--- src/rtl/xmon_pkg.sv ---
package xmon_pkg;

  // Event strobes from the datapath to the control.
  typedef struct packed {
    logic moveSeen;   // an external-move opcode has just been fetched
    logic accessEnd;  // synchronized RD or WR has just risen
  } busEvt_t;

  function automatic logic isXmove(input logic [7:0] op);
    return (op == 8'hE0) || (op == 8'hE2) || (op == 8'hE3) ||
           (op == 8'hF0) || (op == 8'hF2) || (op == 8'hF3);
  endfunction

endpackage

--- src/rtl/xmon_datapath.sv ---
module xmon_datapath
  import xmon_pkg::*;
#(
  parameter int SYNC_STAGES = 2,
  parameter int ADDR_W      = 8
) (
  input  logic              clk,
  input  logic              rstN,
  input  logic              aleRaw,
  input  logic              psenNRaw,
  input  logic              rdNRaw,
  input  logic              wrNRaw,
  input  logic [ADDR_W-1:0] adRaw,
  output logic              aleSync,
  output logic              psenNSync,
  output logic              rdNSync,
  output logic              wrNSync,
  output logic [ADDR_W-1:0] addrLow,
  output busEvt_t           evt
);

  // Control bit order: 0 = ALE, 1 = PSEN_n, 2 = RD_n, 3 = WR_n
  localparam int         CTL_W    = 4;
  localparam logic [3:0] CTL_IDLE = 4'b1110;

  logic [CTL_W-1:0]  ctlRaw;
  logic [CTL_W-1:0]  ctlStage [SYNC_STAGES];
  logic [ADDR_W-1:0] adStage  [SYNC_STAGES];
  logic [CTL_W-1:0]  ctlSync, ctlPrev;
  logic [ADDR_W-1:0] adSync;
  logic              aleFall, fetchEnd, rdRise, wrRise;

  assign ctlRaw = {wrNRaw, rdNRaw, psenNRaw, aleRaw};

  for (genvar g = 0; g < SYNC_STAGES; g++) begin : gSync
    if (g == 0) begin : gFirst
      always_ff @(posedge clk or negedge rstN) begin
        if (!rstN) begin
          ctlStage[g] <= CTL_IDLE;
          adStage[g]  <= '0;
        end else begin
          ctlStage[g] <= ctlRaw;
          adStage[g]  <= adRaw;
        end
      end
    end else begin : gNext
      always_ff @(posedge clk or negedge rstN) begin
        if (!rstN) begin
          ctlStage[g] <= CTL_IDLE;
          adStage[g]  <= '0;
        end else begin
          ctlStage[g] <= ctlStage[g-1];
          adStage[g]  <= adStage[g-1];
        end
      end
    end
  end

  assign ctlSync = ctlStage[SYNC_STAGES-1];
  assign adSync  = adStage[SYNC_STAGES-1];

  always_ff @(posedge clk or negedge rstN) begin
    if (!rstN) ctlPrev <= CTL_IDLE;
    else       ctlPrev <= ctlSync;
  end

  assign aleFall  =  ctlPrev[0] & ~ctlSync[0];
  assign fetchEnd = ~ctlPrev[1] &  ctlSync[1];
  assign rdRise   = ~ctlPrev[2] &  ctlSync[2];
  assign wrRise   = ~ctlPrev[3] &  ctlSync[3];

  always_ff @(posedge clk or negedge rstN) begin
    if (!rstN)        addrLow <= '0;
    else if (aleFall) addrLow <= adSync;
  end

  assign evt.moveSeen  = fetchEnd & isXmove(adSync[7:0]);
  assign evt.accessEnd = rdRise | wrRise;

  assign aleSync   = ctlSync[0];
  assign psenNSync = ctlSync[1];
  assign rdNSync   = ctlSync[2];
  assign wrNSync   = ctlSync[3];


  addr_hold_chk: assert property (@(posedge clk) disable iff (!rstN)
    !aleFall |=> $stable(addrLow));

endmodule

--- src/rtl/xmon_control.sv ---
module xmon_control
  import xmon_pkg::*;
#(
  parameter int TIMEOUT = 31
) (
  input  logic    clk,
  input  logic    rstN,
  input  busEvt_t evt,
  output logic    permit
);

  localparam int CNT_W = $clog2(TIMEOUT + 1);
  localparam logic [CNT_W-1:0] LAST = CNT_W'(TIMEOUT - 1);

  logic             pending;
  logic [CNT_W-1:0] waitCnt;

  always_ff @(posedge clk or negedge rstN) begin
    if (!rstN) begin
      pending <= 1'b0;
      waitCnt <= '0;
    end else if (evt.moveSeen) begin
      pending <= 1'b1;
      waitCnt <= '0;
    end else if (pending) begin
      if (evt.accessEnd || waitCnt == LAST) begin
        pending <= 1'b0;
        waitCnt <= '0;
      end else begin
        waitCnt <= waitCnt + 1'b1;
      end
    end
  end

  assign permit = ~pending;


  move_drop_chk: assert property (@(posedge clk) disable iff (!rstN)
    evt.moveSeen |=> !permit);

  access_release_chk: assert property (@(posedge clk) disable iff (!rstN)
    (!permit && evt.accessEnd && !evt.moveSeen) |=> permit);

  restart_chk: assert property (@(posedge clk) disable iff (!rstN)
    evt.moveSeen |=> waitCnt == '0);

  cnt_bound_chk: assert property (@(posedge clk) disable iff (!rstN)
    waitCnt <= LAST);

endmodule

--- src/rtl/xmon_top.sv ---
module xmon_top
  import xmon_pkg::*;
#(
  parameter int SYNC_STAGES = 2,
  parameter int TIMEOUT     = 31
) (
  input  logic       clk,
  input  logic       rstN,
  input  logic       aleRaw,
  input  logic       psenNRaw,
  input  logic       rdNRaw,
  input  logic       wrNRaw,
  input  logic [7:0] adRaw,
  output logic       aleSync,
  output logic       psenNSync,
  output logic       rdNSync,
  output logic       wrNSync,
  output logic [7:0] addrLow,
  output logic       permit
);

  busEvt_t evt;

  xmon_datapath #(.SYNC_STAGES(SYNC_STAGES), .ADDR_W(8)) u_dp (
    .clk(clk), .rstN(rstN),
    .aleRaw(aleRaw), .psenNRaw(psenNRaw), .rdNRaw(rdNRaw), .wrNRaw(wrNRaw),
    .adRaw(adRaw),
    .aleSync(aleSync), .psenNSync(psenNSync), .rdNSync(rdNSync),
    .wrNSync(wrNSync), .addrLow(addrLow), .evt(evt)
  );

  xmon_control #(.TIMEOUT(TIMEOUT)) u_ctl (
    .clk(clk), .rstN(rstN), .evt(evt), .permit(permit)
  );

endmodule

--- config.mk ---
export PLATFORM = sky130hd
export DESIGN_NAME = xmon_top
export DESIGN_NICKNAME = d
export VERILOG_FILES = /design/src/rtl/xmon_pkg.sv /design/src/rtl/xmon_datapath.sv /design/src/rtl/xmon_control.sv /design/src/rtl/xmon_top.sv
export SDC_FILE = /design/constraint.sdc
export NUM_CORES = 1
export LEC_CHECK = 0
export BUFFER_PORTS_ARGS = -buffer_cell sky130_fd_sc_hd__buf_2
export CELL_PAD_IN_SITES_DETAIL_PLACEMENT = 0
export CELL_PAD_IN_SITES_GLOBAL_PLACEMENT = 1
export CORE_MARGIN = 2
export CORE_UTILIZATION = 47
export DETAILED_ROUTE_END_ITERATION = 8
export HOLD_SLACK_MARGIN = 0.08
export PLACE_DENSITY_LB_ADDON = 0.3
export SLEW_MARGIN = 20
export SYNTH_ARGS = -nofsm -noshare
export SYNTH_HDL_FRONTEND = slang
export SYNTH_SLANG_ARGS = --single-unit
--- constraint.sdc ---
create_clock -name clk -period 2.7 [get_ports clk]
set_clock_uncertainty 0.2 [all_clocks]
set_input_delay 0.135 -clock clk [delete_from_list [all_inputs] [get_ports clk]]
set_output_delay 0.135 -clock clk [all_outputs]
set_load 0.03 [all_outputs]
======== Yosys cells after proc, flatten, opt, wreduce, memory -nomap -nowiden ========
Index checks and enable logic that the tools add are counted.
storage, ports and cells
  register bits after elaboration ......... 42
  bits of input ports ..................... 14
  output and inout bits ................... 13
  word-level logic and storage cells ...... 40
cells by class
  add/subtract/negate cells ............... 1
  eq/ne operators ......................... 7
  mux-type cells .......................... 6
  bitwise logic cells ..................... 11
  reduce and logical (&&, ||, !) cells .... 7
operators with widths
  kind                 count
  $eq 8x8->1 const B   6
  $mux 5               3
  $logic_or 1x1->1     6
  $add 5x1->5 const B  1
  $and 1x1->1          5
  $eq 5x5->1 const B   1
  $not 1->1            5
  $mux 1               3
  $reduce_bool 2->1    1
  $or 1x1->1           1

======== Logic depth before layout (Yosys ltp) ========
  depth in word-level cells ............... 8
  depth in mapped cells ................... 6
  gate-level depth less buffers ........... 6

======== Modules after synthesis ========
From an unflattened synthesis, not the netlist that was laid out.
unflattened totals
  cell total of the unflattened synthesis .. 85
  area, all modules ....................... 1420.1 um^2
modules (own cells, without submodules)
  module         instances  cells an instance  area an instance (um^2)  seq. area each (um^2)
  xmon_datapath  1          53                 1104.8                   912.1
  xmon_control   1          32                 315.3                    150.1

======== Worst setup path after synthesis ========
OpenSTA, ideal clock, no wires.
  path kind ............................... register to register
  start ................................... reg u_ctl.waitCnt[0]
  end ..................................... reg u_ctl.waitCnt[4]
  setup time .............................. 0.099 ns
  data arrival time ....................... 1.256 ns
  required time ........................... 2.401 ns
  slack ................................... 1.144 ns
  stages on the path, launching flop included .. 7
  path buffers ............................ 0
  clock period less this slack ............ 1.556 ns
  path through ............................ dfrtp_1 -> inv_1 -> ha_1 -> nand4_1 -> nand4_2 -> or2_1 -> a311oi_1
on the way
  word-level cells in the longest chain between the ends .. 5
  elaborated cells on any way between the ends .. 6
  classes of those cells .................. add/sub (1); eq/ne (1); mux (3); reduce/logical (1)
RTL lines
  what                                                 line                source
  start: declaration                                   xmon_control.sv:16  logic [CNT_W-1:0] waitCnt;
  start signal: assignment                             xmon_control.sv:30  waitCnt <= waitCnt + 1'b1;
  branches (longest 2 deep; another with $add 5x1->5)  -
  $mux 5 (*)                                           xmon_control.sv:26  if (evt.accessEnd || waitCnt == LAST) begin
  $mux 5 (*)                                           xmon_control.sv:25  end else if (pending) begin
  $mux 5 (*)                                           xmon_control.sv:22  end else if (evt.moveSeen) begin
Every way passes the cells marked *. The select of a mux whose other input is x is not followed.
A chain may end at the register's enable or synchronous reset.

======== Worst setup path in the final report ========
  start ................................... reg u_ctl.waitCnt[0]
  end ..................................... reg u_ctl.waitCnt[2]
The elaborated chain is that of the path after synthesis.

==> out/qor.csv <==
metric,value,unit
status,"finished, final reports clean",
io_pins,27,
antenna_found_initial,0,
track_usage,0.148,
hp-start,u_dp.ctlStage[6],
synth_edf_count,0,
clock-sinks,42,
worstMarginPinSlew,0.863,ns
ys.warnings.count,0,
cts_resized,0,
synth.net_count,101,
cts_setup_buffers,0,
gp_congestion,0.772,
hpwlAfterDp,1.34,mm
dr_total_vias,802,
ys_dominant_reg_cell,dfrtp_1,
finalHoldViolations,0,
hold_depth,0,
ys_ff_latch,42,
die_h,58.4,um
r2r_end,u_ctl.waitCnt[2],
clock_latency,0.34,ns
clkSlewWorstSetupHoldPaths,0.12,ns
slew_headroom,0.425,
cp.arrival,1.73,ns
drc,0,
rsz0062_at_grt,no,
setup.worst_path.end_class,register,
ir_drop,0.000530,V
synth_area_per_cell,16.4,um2
r2r_cells,6,
crit_path_start_kind,register,
critPathMaxFanout,3,
initial_core_util,0.500,
r2r_setup_slack,1.00,ns
antenna_left,0,
core,2780,um2
first_pass_iters,3,
cts_tree,built,
hold_end,u_dp.ctlSync[2],
io_buffers,26,
synth_top_area_share,0.594,
vias_per_cell,4.98,
stdcell_count,161,
finalCritPeriodShare,0.629,
finalWirelength,2.12,mm
dp.cells,140,
grt_pass1_vias,817,
nNetsFinal,145,
finalSetupViolations,0,
grt_pass1_wl,3.61,mm
routedWlPerCell,13.1,um
maxCapViolations,0,
fin_crit,1.70,ns
grt_max_degree,43,
cts_max_level,2,
required,2.73,ns
synthTopCellsByArea,"dfrtp_1 (59%), dfstp_2 (17%), mux2_2 (6.5%)",
antenna_cells,0,
yosysSeqAreaShare,0.763,
cts-root-buf,clkbuf_4,
synthCells,85,
fin_tns_setup,0,ns
power_density,661,nW/um2
hold_class,register to register,
async_flop_share,1.00,
fp-row-count,19,
synth_top_cell_by_area,dfrtp_1,
cts_made_buffers,5,
slew_viol_final,0,
syn_area,1390,um2
yosysUniqueCellTypes,26,
dieArea,3410,um2
crit_type,register to register,
p_leak,0.000806,uW
die_x,58.4,um
fmax,589,MHz
area_growth,25.2,%
cts_buffer_depth,2,
r2r-start,u_ctl.waitCnt[0],
drive_above_1_share,0.423,
p_total,1150,uW
grt_overflow_total,0,
drt_first_iter_violations,21,
-- per-layer routing --
layer,share of wire,vias to the layer above,global-route usage,wire length (um)
met5,0,-,0,0
met4,0.019,0,0.0797,40
met3,0.044,8,0.0462,94
met2,0.49,22,0.228,1040
met1,0.44,392,0.189,938
li1,-,380,-,-
-- flip-flops by register name (all words and copies together) (netlist names) --
signal / cells
u_dp.adStage: 8
u_dp.adSync: 8
u_dp.addrLow: 8
u_ctl.waitCnt: 5
u_dp.ctlPrev: 4
u_dp.ctlStage: 4
u_dp.ctlSync: 4
u_ctl.pending: 1
-- power breakdown --
group / leakage [uW] / switching [uW] / internal (uW)
Clock: 0.0000343 / 187 / 125
Combinational: 0.000278 / 82.5 / 58.0
Sequential: 0.000493 / 20.3 / 678
Total: 0.000806 / 290 / 861
-- cells by family (layout without fill, tap and decap cells) --
family | Yosys count | in the layout | synth area share
flip-flops | 42 | 42 | 0.763
AND/OR/NAND/NOR | 19 | 19 | 0.0881
AO/OA/AOI/OAI | 9 | 9 | 0.0486
multiplexers | 8 | 8 | 0.0648
buffers and inverters | 5 | 50 | 0.0171
adder cells (fa/ha/maj) | 2 | 2 | 0.0180
-- layout by cell type (no fill, tap or decap), types with 2 or more instances in the layout --
cell | netlist | layout
buf_2 | 1 | 26
nor2_1 | 3 | 3
or2_1 | 2 | 2
inv_1 | 3 | 3
mux2_2 | 8 | 8
a41oi_1 | 2 | 2
and3_1 | 2 | 2
dfstp_2 | 9 | 9
ha_1 | 2 | 2
clkbuf_4 | 0 | 5
a311oi_1 | 2 | 2
nand2b_2 | 2 | 2
dfrtp_1 | 33 | 33
dlygate4sd3_1 | 0 | 13
o21ai_0 | 2 | 2
nand3_1 | 2 | 2
-- cell type report --
| cell class | instances | area (um2) |
|---|---|---|
| tap | 31 | 38.8 |
| timing repair buffer | 39 | 260 |
| clock buffer | 6 | 51.3 |
| clock inverter | 2 | 12.5 |
| sequential | 42 | 1060 |
| multi-input combinational | 38 | 305 |
| fill | 227 | 1040 |
| inverter | 3 | 11.3 |
-- how the worst max path moves through the flow --
stage                     slack (ns)              from  cells after the start          endpoint
after floorplan                 1.14  u_ctl.waitCnt[0]                      6  u_ctl.waitCnt[4]
after global placement          1.10  u_ctl.waitCnt[0]                      6  u_ctl.waitCnt[4]
after detailed placement        1.00  u_ctl.waitCnt[0]                      6  u_ctl.waitCnt[4]
after CTS                        1.0  u_ctl.waitCnt[0]                      6  u_ctl.waitCnt[2]
after global routing            0.88  u_ctl.waitCnt[0]                      6  u_ctl.waitCnt[4]
final                           1.00  u_ctl.waitCnt[0]                      6  u_ctl.waitCnt[2]
-- synthesized netlist by cell type, drive strengths merged, types with 2 or more instances --
master,count
nor2,3
and3,3
nand3,2
a41oi,2
a311oi,2
nand4,2
dfstp,9
or2,2
nand2b,3
dfrtp,33
mux2,8
buf,2
o21ai,2
inv,3
ha,2
-- through the flow --
step / hold WS [ns] / setup WS (ns) / util / cell area [um2]
finish: 0.157 / 1.00 / 0.626 / 1740
CTS: 0.158 / 0.997 / 0.626 / 1740
detailed placement: 0.0420 / 1.00 / 0.556 / 1550
global route: 0.167 / 0.883 / 0.626 / 1740
floorplan: -0.361 / 1.14 / - / 1390
global placement: 0.0411 / 1.10 / 0.556 / 1550
-- worst max-delay path, cell delays in order, from the launching register on --
cell and delay (ns):
dfrtp_1 0.39, inv_1 0.07, ha_1 0.19, nand4_1 0.13, nand3_1 0.09, or2_1 0.22, a311oi_1 0.31
-- repair_timing --
| item | in CTS | in global routing |
|---|---|---|
| endpoints found under the hold margin | 45 | 0 |
| setup endpoints to repair | 0 | 0 |
| hold buffers | 13 | 0 |
Power figures use the tool's default switching activity.
